$ cat config.mk
export PLATFORM = sky130hd
export DESIGN_NAME = sd_spi_responder
export DESIGN_NICKNAME = d
export VERILOG_FILES = /design/src/rtl/sd_resp_pkg.sv /design/src/rtl/sd_cmd_collector.sv /design/src/rtl/sd_resp_queue.sv /design/src/rtl/sd_spi_responder.sv
export SDC_FILE = /design/constraint.sdc
export NUM_CORES = 1
export LEC_CHECK = 0
export ABC_AREA = 1
export BUFFER_PORTS_ARGS = -buffer_cell sky130_fd_sc_hd__clkbuf_2
export CELL_PAD_IN_SITES_DETAIL_PLACEMENT = 1
export CELL_PAD_IN_SITES_GLOBAL_PLACEMENT = 1
export CORE_ASPECT_RATIO = 2
export CORE_UTILIZATION = 45
export CTS_CLUSTER_SIZE = 10
export DETAILED_ROUTE_END_ITERATION = 8
export PLACE_DENSITY = 0.85
export SYNTH_ARGS = -nofsm -noshare
export SYNTH_HDL_FRONTEND = slang
export SYNTH_SLANG_ARGS = --single-unit
$ cat constraint.sdc
create_clock -name clk -period 2.3 [get_ports clk]
set_clock_uncertainty 0.15 [all_clocks]
set_input_delay 0.46 -clock clk [delete_from_list [all_inputs] [get_ports clk]]
set_output_delay 0.46 -clock clk [all_outputs]
set_load 0.03 [all_outputs]
$ cat src/rtl/sd_resp_pkg.sv
package sd_resp_pkg;
  localparam int QUEUE_SLOTS = 5;
  localparam int QUEUE_PW    = $clog2(QUEUE_SLOTS);

  localparam logic [7:0] BYTE_IDLE  = 8'hFF;
  localparam logic [7:0] BYTE_TOKEN = 8'hFE;
  localparam logic [7:0] BYTE_DACK  = 8'h05;
  localparam logic [7:0] BYTE_BUSY  = 8'h01;
  localparam logic [7:0] BYTE_OK    = 8'h00;

  typedef logic [QUEUE_SLOTS-1:0][7:0] resp_slots_t;

  typedef enum logic [1:0] {DM_IDLE, DM_READ, DM_WTOK, DM_WDATA} data_mode_e;
  typedef enum logic [2:0] {IS_WAKE, IS_CMD0, IS_CMD8, IS_CMD55, IS_CMD41, IS_READY} init_stage_e;

  function automatic logic [15:0] crc16_step(input logic [15:0] crc, input logic [7:0] d);
    logic [15:0] c;
    logic        fb;
    c = crc;
    for (int k = 7; k >= 0; k--) begin
      fb = c[15] ^ d[k];
      c  = {c[14:0], 1'b0};
      if (fb) c = c ^ 16'h1021;
    end
    return c;
  endfunction
endpackage

$ cat src/rtl/sd_cmd_collector.sv
module sd_cmd_collector #(
  parameter int FRAME_BYTES = 6
) (
  input  logic        clk,
  input  logic        rst_n,
  input  logic        byte_en_i,
  input  logic [7:0]  byte_i,
  output logic        frame_done_o,
  output logic [5:0]  cmd_o,
  output logic [31:0] arg_o
);
  localparam int IDX_W    = $clog2(FRAME_BYTES);
  localparam int ARG_BYTES = 4;

  logic [IDX_W-1:0] idx_q, idx_n;
  logic [5:0]       cmd_q;
  logic [7:0]       arg_q [ARG_BYTES];
  logic             take;

  always_comb begin
    take         = byte_en_i && ((idx_q != '0) || (byte_i[7:6] == 2'b01));
    frame_done_o = take && (idx_q == IDX_W'(FRAME_BYTES-1));
    idx_n        = idx_q;
    if (take) idx_n = frame_done_o ? '0 : idx_q + 1'b1;
  end

  always_ff @(posedge clk or negedge rst_n) begin
    if (!rst_n) begin
      idx_q <= '0;
      cmd_q <= '0;
    end else begin
      idx_q <= idx_n;
      if (take && idx_q == '0) cmd_q <= byte_i[5:0];
    end
  end

  for (genvar g = 0; g < ARG_BYTES; g++) begin : g_arg
    always_ff @(posedge clk or negedge rst_n) begin
      if (!rst_n) arg_q[g] <= '0;
      else if (take && idx_q == IDX_W'(g+1)) arg_q[g] <= byte_i;
    end
  end

  assign cmd_o = cmd_q;
  assign arg_o = {arg_q[0], arg_q[1], arg_q[2], arg_q[3]};
endmodule

$ cat src/rtl/sd_resp_queue.sv
module sd_resp_queue
  import sd_resp_pkg::*;
(
  input  logic                clk,
  input  logic                rst_n,
  input  logic                load_i,
  input  logic [QUEUE_PW-1:0] load_start_i,
  input  resp_slots_t         load_data_i,
  input  logic                pop_i,
  output logic                active_o,
  output logic [7:0]          head_o
);
  resp_slots_t         slot_q;
  logic [QUEUE_PW-1:0] ptr_q, ptr_n;
  logic                act_q, act_n;

  always_comb begin
    ptr_n = ptr_q;
    act_n = act_q;
    if (load_i) begin
      ptr_n = load_start_i;
      act_n = 1'b1;
    end else if (pop_i && act_q) begin
      ptr_n = ptr_q + 1'b1;
      if (ptr_q == QUEUE_PW'(QUEUE_SLOTS-1)) act_n = 1'b0;
    end
  end

  always_ff @(posedge clk or negedge rst_n) begin
    if (!rst_n) begin
      ptr_q <= '0;
      act_q <= 1'b0;
    end else begin
      ptr_q <= ptr_n;
      act_q <= act_n;
    end
  end

  for (genvar g = 0; g < QUEUE_SLOTS; g++) begin : g_slot
    always_ff @(posedge clk or negedge rst_n) begin
      if (!rst_n) slot_q[g] <= BYTE_IDLE;
      else if (load_i) slot_q[g] <= load_data_i[g];
    end
  end

  assign active_o = act_q;
  assign head_o   = slot_q[ptr_q];
endmodule

$ cat src/rtl/sd_spi_responder.sv
module sd_spi_responder
  import sd_resp_pkg::*;
#(
  parameter int SECTOR_BYTES  = 512,
  parameter int ARG_ADDR_BITS = 16,
  parameter int WAKE_CLOCKS   = 8
) (
  input  logic                                          clk,
  input  logic                                          rst_n,
  input  logic                                          cs_low_i,
  input  logic                                          cs_high_i,
  input  logic                                          wr_valid_i,
  input  logic [7:0]                                    wr_data_i,
  output logic [7:0]                                    rd_data_o,
  output logic                                          crc_error_o,
  output logic [ARG_ADDR_BITS+$clog2(SECTOR_BYTES)-1:0] mem_addr_o,
  output logic [7:0]                                    mem_wdata_o,
  output logic                                          mem_we_o,
  input  logic [7:0]                                    mem_rdata_i
);
  localparam int SECT_W = $clog2(SECTOR_BYTES);
  localparam int CNT_W  = SECT_W + 1;
  localparam int WAKE_W = $clog2(WAKE_CLOCKS + 1);

  logic                     sel_q, sel_n;
  init_stage_e              stage_q, stage_n;
  logic [WAKE_W-1:0]        wake_q, wake_n;
  logic [7:0]               resp_q, resp_n;
  data_mode_e               mode_q, mode_n;
  logic [CNT_W-1:0]         cnt_q, cnt_n;
  logic [ARG_ADDR_BITS-1:0] base_q, base_n;
  logic [15:0]              crc_q, crc_n;
  logic                     err_q, err_n;

  logic                acc;
  logic                q_active, q_pop, q_load;
  logic [7:0]          q_head;
  logic [QUEUE_PW-1:0] q_start;
  resp_slots_t         q_data;
  logic                col_en, frame_done;
  logic [5:0]          f_cmd;
  logic [31:0]         f_arg;
  logic                we;
  logic [SECT_W-1:0]   cnt_sel;

  sd_cmd_collector #(.FRAME_BYTES(6)) u_collector (
    .clk(clk), .rst_n(rst_n), .byte_en_i(col_en), .byte_i(wr_data_i),
    .frame_done_o(frame_done), .cmd_o(f_cmd), .arg_o(f_arg)
  );

  sd_resp_queue u_queue (
    .clk(clk), .rst_n(rst_n), .load_i(q_load), .load_start_i(q_start),
    .load_data_i(q_data), .pop_i(q_pop), .active_o(q_active), .head_o(q_head)
  );

  always_comb begin
    acc     = sel_q && wr_valid_i;
    sel_n   = cs_high_i ? 1'b0 : (cs_low_i ? 1'b1 : sel_q);
    stage_n = stage_q;
    wake_n  = wake_q;
    resp_n  = resp_q;
    mode_n  = mode_q;
    cnt_n   = cnt_q;
    base_n  = base_q;
    crc_n   = crc_q;
    err_n   = err_q;
    q_pop   = 1'b0;
    q_load  = 1'b0;
    q_start = QUEUE_PW'(QUEUE_SLOTS-1);
    q_data  = {QUEUE_SLOTS{BYTE_IDLE}};
    col_en  = 1'b0;
    we      = 1'b0;
    if (acc) begin
      resp_n = BYTE_IDLE;
      if (stage_q == IS_WAKE) begin
        wake_n = wake_q + 1'b1;
        if (wake_q == WAKE_W'(WAKE_CLOCKS-1)) stage_n = IS_CMD0;
      end else if (q_active) begin
        q_pop  = 1'b1;
        resp_n = q_head;
      end else begin
        unique case (mode_q)
          DM_READ: begin
            resp_n = mem_rdata_i;
            crc_n  = crc16_step(crc_q, mem_rdata_i);
            cnt_n  = cnt_q + 1'b1;
            if (cnt_q == CNT_W'(SECTOR_BYTES-1)) begin
              q_load     = 1'b1;
              q_start    = QUEUE_PW'(QUEUE_SLOTS-2);
              q_data[QUEUE_SLOTS-2] = crc_n[15:8];
              q_data[QUEUE_SLOTS-1] = crc_n[7:0];
              mode_n     = DM_IDLE;
            end
          end
          DM_WTOK: begin
            if (wr_data_i == BYTE_TOKEN) begin
              mode_n = DM_WDATA;
              cnt_n  = '0;
            end else if (wr_data_i != BYTE_IDLE) begin
              mode_n = DM_IDLE;
            end
          end
          DM_WDATA: begin
            cnt_n = cnt_q + 1'b1;
            if (cnt_q < CNT_W'(SECTOR_BYTES)) begin
              we    = 1'b1;
              crc_n = crc16_step(crc_q, wr_data_i);
            end else if (cnt_q == CNT_W'(SECTOR_BYTES)) begin
              if (wr_data_i != crc_q[15:8]) err_n = 1'b1;
            end else begin
              if (wr_data_i != crc_q[7:0]) err_n = 1'b1;
              q_load = 1'b1;
              q_data[QUEUE_SLOTS-1] = BYTE_DACK;
              mode_n = DM_IDLE;
            end
          end
          default: begin
            col_en = 1'b1;
            if (frame_done) begin
              unique case (stage_q)
                IS_CMD0: begin
                  if (f_cmd == 6'd0) begin
                    stage_n = IS_CMD8;
                    q_load  = 1'b1;
                    q_data[QUEUE_SLOTS-1] = BYTE_BUSY;
                  end
                end
                IS_CMD8: begin
                  if (f_cmd == 6'd8 && f_arg[15:0] == 16'h01AA) begin
                    stage_n = IS_CMD55;
                    q_load  = 1'b1;
                    q_start = '0;
                    q_data  = {8'hAA, 8'h01, 8'h00, 8'h00, BYTE_BUSY};
                  end else begin
                    stage_n = IS_CMD0;
                  end
                end
                IS_CMD55: begin
                  if (f_cmd == 6'd55) begin
                    stage_n = IS_CMD41;
                    q_load  = 1'b1;
                    q_data[QUEUE_SLOTS-1] = BYTE_BUSY;
                  end else begin
                    stage_n = IS_CMD0;
                  end
                end
                IS_CMD41: begin
                  if (f_cmd == 6'd41 && f_arg[31:16] == 16'h4000) begin
                    stage_n = IS_READY;
                    q_load  = 1'b1;
                    q_data[QUEUE_SLOTS-1] = BYTE_OK;
                  end else begin
                    stage_n = IS_CMD0;
                  end
                end
                default: begin
                  q_load = 1'b1;
                  q_data[QUEUE_SLOTS-1] = BYTE_OK;
                  if (f_cmd == 6'd17) begin
                    q_start = QUEUE_PW'(QUEUE_SLOTS-2);
                    q_data[QUEUE_SLOTS-2] = BYTE_OK;
                    q_data[QUEUE_SLOTS-1] = BYTE_TOKEN;
                    mode_n  = DM_READ;
                    cnt_n   = '0;
                    crc_n   = '0;
                    base_n  = f_arg[ARG_ADDR_BITS-1:0];
                  end else if (f_cmd == 6'd24) begin
                    mode_n  = DM_WTOK;
                    cnt_n   = '0;
                    crc_n   = '0;
                    base_n  = f_arg[ARG_ADDR_BITS-1:0];
                  end
                end
              endcase
            end
          end
        endcase
      end
    end
  end

  always_ff @(posedge clk or negedge rst_n) begin
    if (!rst_n) begin
      sel_q   <= 1'b0;
      stage_q <= IS_WAKE;
      wake_q  <= '0;
      resp_q  <= BYTE_IDLE;
      mode_q  <= DM_IDLE;
      cnt_q   <= '0;
      base_q  <= '0;
      crc_q   <= '0;
      err_q   <= 1'b0;
    end else begin
      sel_q   <= sel_n;
      stage_q <= stage_n;
      wake_q  <= wake_n;
      resp_q  <= resp_n;
      mode_q  <= mode_n;
      cnt_q   <= cnt_n;
      base_q  <= base_n;
      crc_q   <= crc_n;
      err_q   <= err_n;
    end
  end

  // Early address: while a read byte is consumed, fetch the one after it.
  always_comb begin
    cnt_sel = cnt_q[SECT_W-1:0];
    if (acc && !q_active && mode_q == DM_READ) cnt_sel = cnt_q[SECT_W-1:0] + 1'b1;
  end

  assign mem_addr_o  = {base_q, cnt_sel};
  assign mem_wdata_o = wr_data_i;
  assign mem_we_o    = we;
  assign rd_data_o   = sel_q ? resp_q : BYTE_IDLE;
  assign crc_error_o = err_q;
endmodule

==> results.sh <==
export IMPL_yosysMostFrequentCell="nand2_1"
export IMPL_die_h_um=181
export IMPL_utilization_pct=60.4
export IMPL_dp_hpwl_um=18800
export IMPL_grt_start_max_net_pins=51
export IMPL_ys_types=47
export IMPL_synth_ff_type="dfrtp_1"
export IMPL_port_buffers=63
export IMPL_final_hold_viol_count=0
export IMPL_cts_path_max_buffers=2
export IMPL_placed_cells=1211
export IMPL_root_buffer="clkbuf_16"
export IMPL_path_cells="ha_2 -> nand2_2 -> nor2_4 -> nand3_2 -> xor2_2 -> nand2_1 -> o21ai_1 -> buf_4"
export IMPL_required_ns=1.69
export IMPL_tritoncts="done"
export IMPL_synth_edff_count=0
export IMPL_cp_max_fo=3
export IMPL_syn_nets=966
export IMPL_synth_common_cells="nand2_1, inv_1, dfrtp_1, o21ai_0, nor2_1"
export IMPL_end_kind="output pin"
export IMPL_layout_drive_gt1_share_pct=29.4
export IMPL_mappedNetlistArea_um2=7220
export IMPL_hold_start="cs_high_i"
export IMPL_antenna_found_initial=0
export IMPL_seq_area_frac_synth_pct=43.1
export IMPL_drt_antenna_violating_nets=0
export IMPL_num_vias=7906
export IMPL_async_reset_ff_share_pct=100
export IMPL_synth_top_cell_by_area="dfrtp_1"
export IMPL_max_stage_delay_ns=0.41
export IMPL_clock_sinks=123
export IMPL_core_area_um2=15700
export IMPL_r2r_start="sel_q"
export IMPL_ys_ff_latch=123
export IMPL_place_congestion=0.933
export IMPL_drt_initial_drc_count=639
export IMPL_layoutNonFillerInstCount=1298
export IMPL_tightest_slew_ns=0.665
export IMPL_crit_type="reg2out"
export IMPL_grt_pass1_vias=7745
export IMPL_syn_area_per_cell_um2=7.72
export IMPL_grt_overflow=0
export IMPL_synth_warnings=0
export IMPL_relSlewSlack_pct=55.7
export IMPL_violations="negative setup slack"
export IMPL_via_per_inst=6.09
export IMPL_clk_transition_reported_paths_ns=0.07
export IMPL_cts_buffers=17
export IMPL_fin_nets=1115
export IMPL_wl_per_cell_um=25.0
export IMPL_outcome="finished, violations left"
export IMPL_finalCritPeriodShare_pct=113
export IMPL_fp_row_count=65
export IMPL_total_leakage_power_uw=0.00459
export IMPL_slew_violations=0
export IMPL_dieWidth_um=91.6
export IMPL_r2r_end="crc_q[9]"
export IMPL_synth_top_area_share_pct=34.0
export IMPL_num_antenna_cells=0
export IMPL_grt_usage_pct=32.4
export IMPL_grt_pass1_wl_um=40200
export IMPL_area_growth_pct=31.4
export IMPL_fmax_ghz=0.385
export IMPL_layout_setup_ws_ns=-0.294
export IMPL_fin_crit_ns=2.59
export IMPL_hold_end="sel_q"
export IMPL_ir_drop_mv=0.715
export IMPL_setup_tns_ns=-8.15
export IMPL_drc=0
export IMPL_multi_input_area_um2=3880
export IMPL_first_pass_iters=6
export IMPL_cp_start_kind="flop"
export IMPL_maxCapViolations=0
export IMPL_cp_arrival_ns=1.98
export IMPL_die_area_um2=16600
export IMPL_drt_total_wl_um=32400
export IMPL_synth_area_top_cells="dfrtp_1, nand2_1, dfstp_2"
export IMPL_powerDensity_nw_per_um2=852
export IMPL_fillers=1904
export IMPL_hold_depth=2
export IMPL_rrSetupSlack_ns=-0.20
export IMPL_clock_latency_ns=0.44
export IMPL_setup_viol_count_final=81
export IMPL_hold_class="in2reg"
export IMPL_h_tree_depth=4
export IMPL_rsz0062_at_grt="true"
export IMPL_seqCellArea_um2=3110
export IMPL_finalHoldWorstSlack_ns=0.0328
export IMPL_netlist_instances=935
export IMPL_critPathSlowestCell="dfrtp_1"
export IMPL_start_util_pct=46.0
export IMPL_reg2reg_depth=13
export IMPL_io_pins=64
-- worst max-delay path by stage --
| stage | start | to | depth (start not counted) |
|---|---|---|---|
| final | cnt_q[0] | mem_addr_o[6] | 8 |
| after global routing | cnt_q[0] | mem_addr_o[7] | 8 |
| after CTS | cnt_q[0] | mem_addr_o[6] | 8 |
| after detailed placement | u_collector.idx_q[0] | u_queue.slot_q[33] | 12 |
| after global placement | wr_valid_i | u_queue.slot_q[39] | 12 |
| after floorplan | cnt_q[0] | mem_addr_o[8] | 6 |
-- final cells by class --
class / count / area share, %
repair buffers: 157 / 12.9
clock inverters: 12 / 1.31
well taps: 201 / 2.65
clock buffers: 20 / 4.71
flip-flops and latches: 123 / 32.8
inverters: 111 / 4.71
multi-input cells: 674 / 40.9
-- worst max-delay path, delay by kind of cell, from the launching register on --
kind / cells / cell delay [ns]
buf+inv: 1 / 0.20
fa+ha+maj: 1 / 0.22
simple gates: 4 / 0.41
compound gates: 1 / 0.12
xor+xnor: 1 / 0.17
flops: 1 / 0.41
-- where the power goes --
group	internal, µW	switching [µW]	leakage, µW	total [µW]
clock	1610	1100	0.000283	2710
combinational	996	1710	0.00280	2710
sequential	2360	300	0.00151	2660
total	4970	3110	0.00459	8080
-- layer usage --
layer	GRT usage, %	part of all wire, %	vias to the layer above
li1	-	-	3315
met1	29.2	31	3868
met2	61.9	52	470
met3	4.63	5.7	253
met4	26.6	11	0
met5	0	0	-
-- per-stage QoR --
stage	power, µW	setup WS [ns]	instance area (µm²)
floorplan	3950	-0.0275	7220
global placement	4540	0.0320	7950
detailed placement	4630	-0.0335	7950
CTS	7590	-0.190	8830
global route	8310	-0.349	9490
finish	8080	-0.294	9490
-- kinds of logic (layout without fill, tap and decap cells) --
| group | Yosys count | after routing | synth area share, % |
|---|---|---|---|
| AOI/OAI and AO/OA | 158 | 158 | 11.9 |
| buffers and inverters | 141 | 300 | 8.58 |
| and+or+nand+nor | 456 | 459 | 28.1 |
| adders and majority gates | 10 | 10 | 1.73 |
| xor gates and xnor gates | 34 | 34 | 4.12 |
| DFF | 123 | 123 | 43.1 |
| muxes | 13 | 13 | 2.49 |
-- registers in the layout, indices dropped and copies added, names as in the netlist --
| name | count |
|---|---|
| u_queue.slot_q | 17 |
| u_collector.arg_o | 32 |
| resp_q | 8 |
| u_queue.active_o | 1 |
| wake_q | 4 |
| crc_error_o | 1 |
| stage_q | 3 |
| u_collector.cmd_o | 6 |
| mode_q | 2 |
| crc_q | 16 |
| u_queue.ptr_q | 3 |
| base_q | 16 |
| u_collector.idx_q | 3 |
| sel_q | 1 |
| cnt_q | 10 |
-- layout by cell type, fill, tap and decap left out, types with 20 or more instances in the layout --
| master | Yosys | routed |
|---|---|---|
| dfrtp_1 | 98 | 94 |
| nor2_1 | 76 | 66 |
| nand2_1 | 259 | 248 |
| buf_4 | 9 | 82 |
| nand3_1 | 61 | 57 |
| o21ai_0 | 89 | 66 |
| clkbuf_2 | 0 | 52 |
| dfstp_2 | 25 | 25 |
| o21ai_1 | 14 | 30 |
| clkbuf_16 | 0 | 20 |
| inv_1 | 106 | 100 |
| a21oi_1 | 24 | 20 |
-- repair_timing --
action / 4_1_cts / 5_1_grt
buffers inserted: 21 / 27
endpoints found under the hold margin: 27 / 0
hold buffers: 1 / 0
setup endpoints to repair: 14 / 71
gates cloned: 0 / 7
gates resized for setup: 47 / 96
pin swaps: 9 / 17
Note: power is estimated with default switching activity, not from simulation.
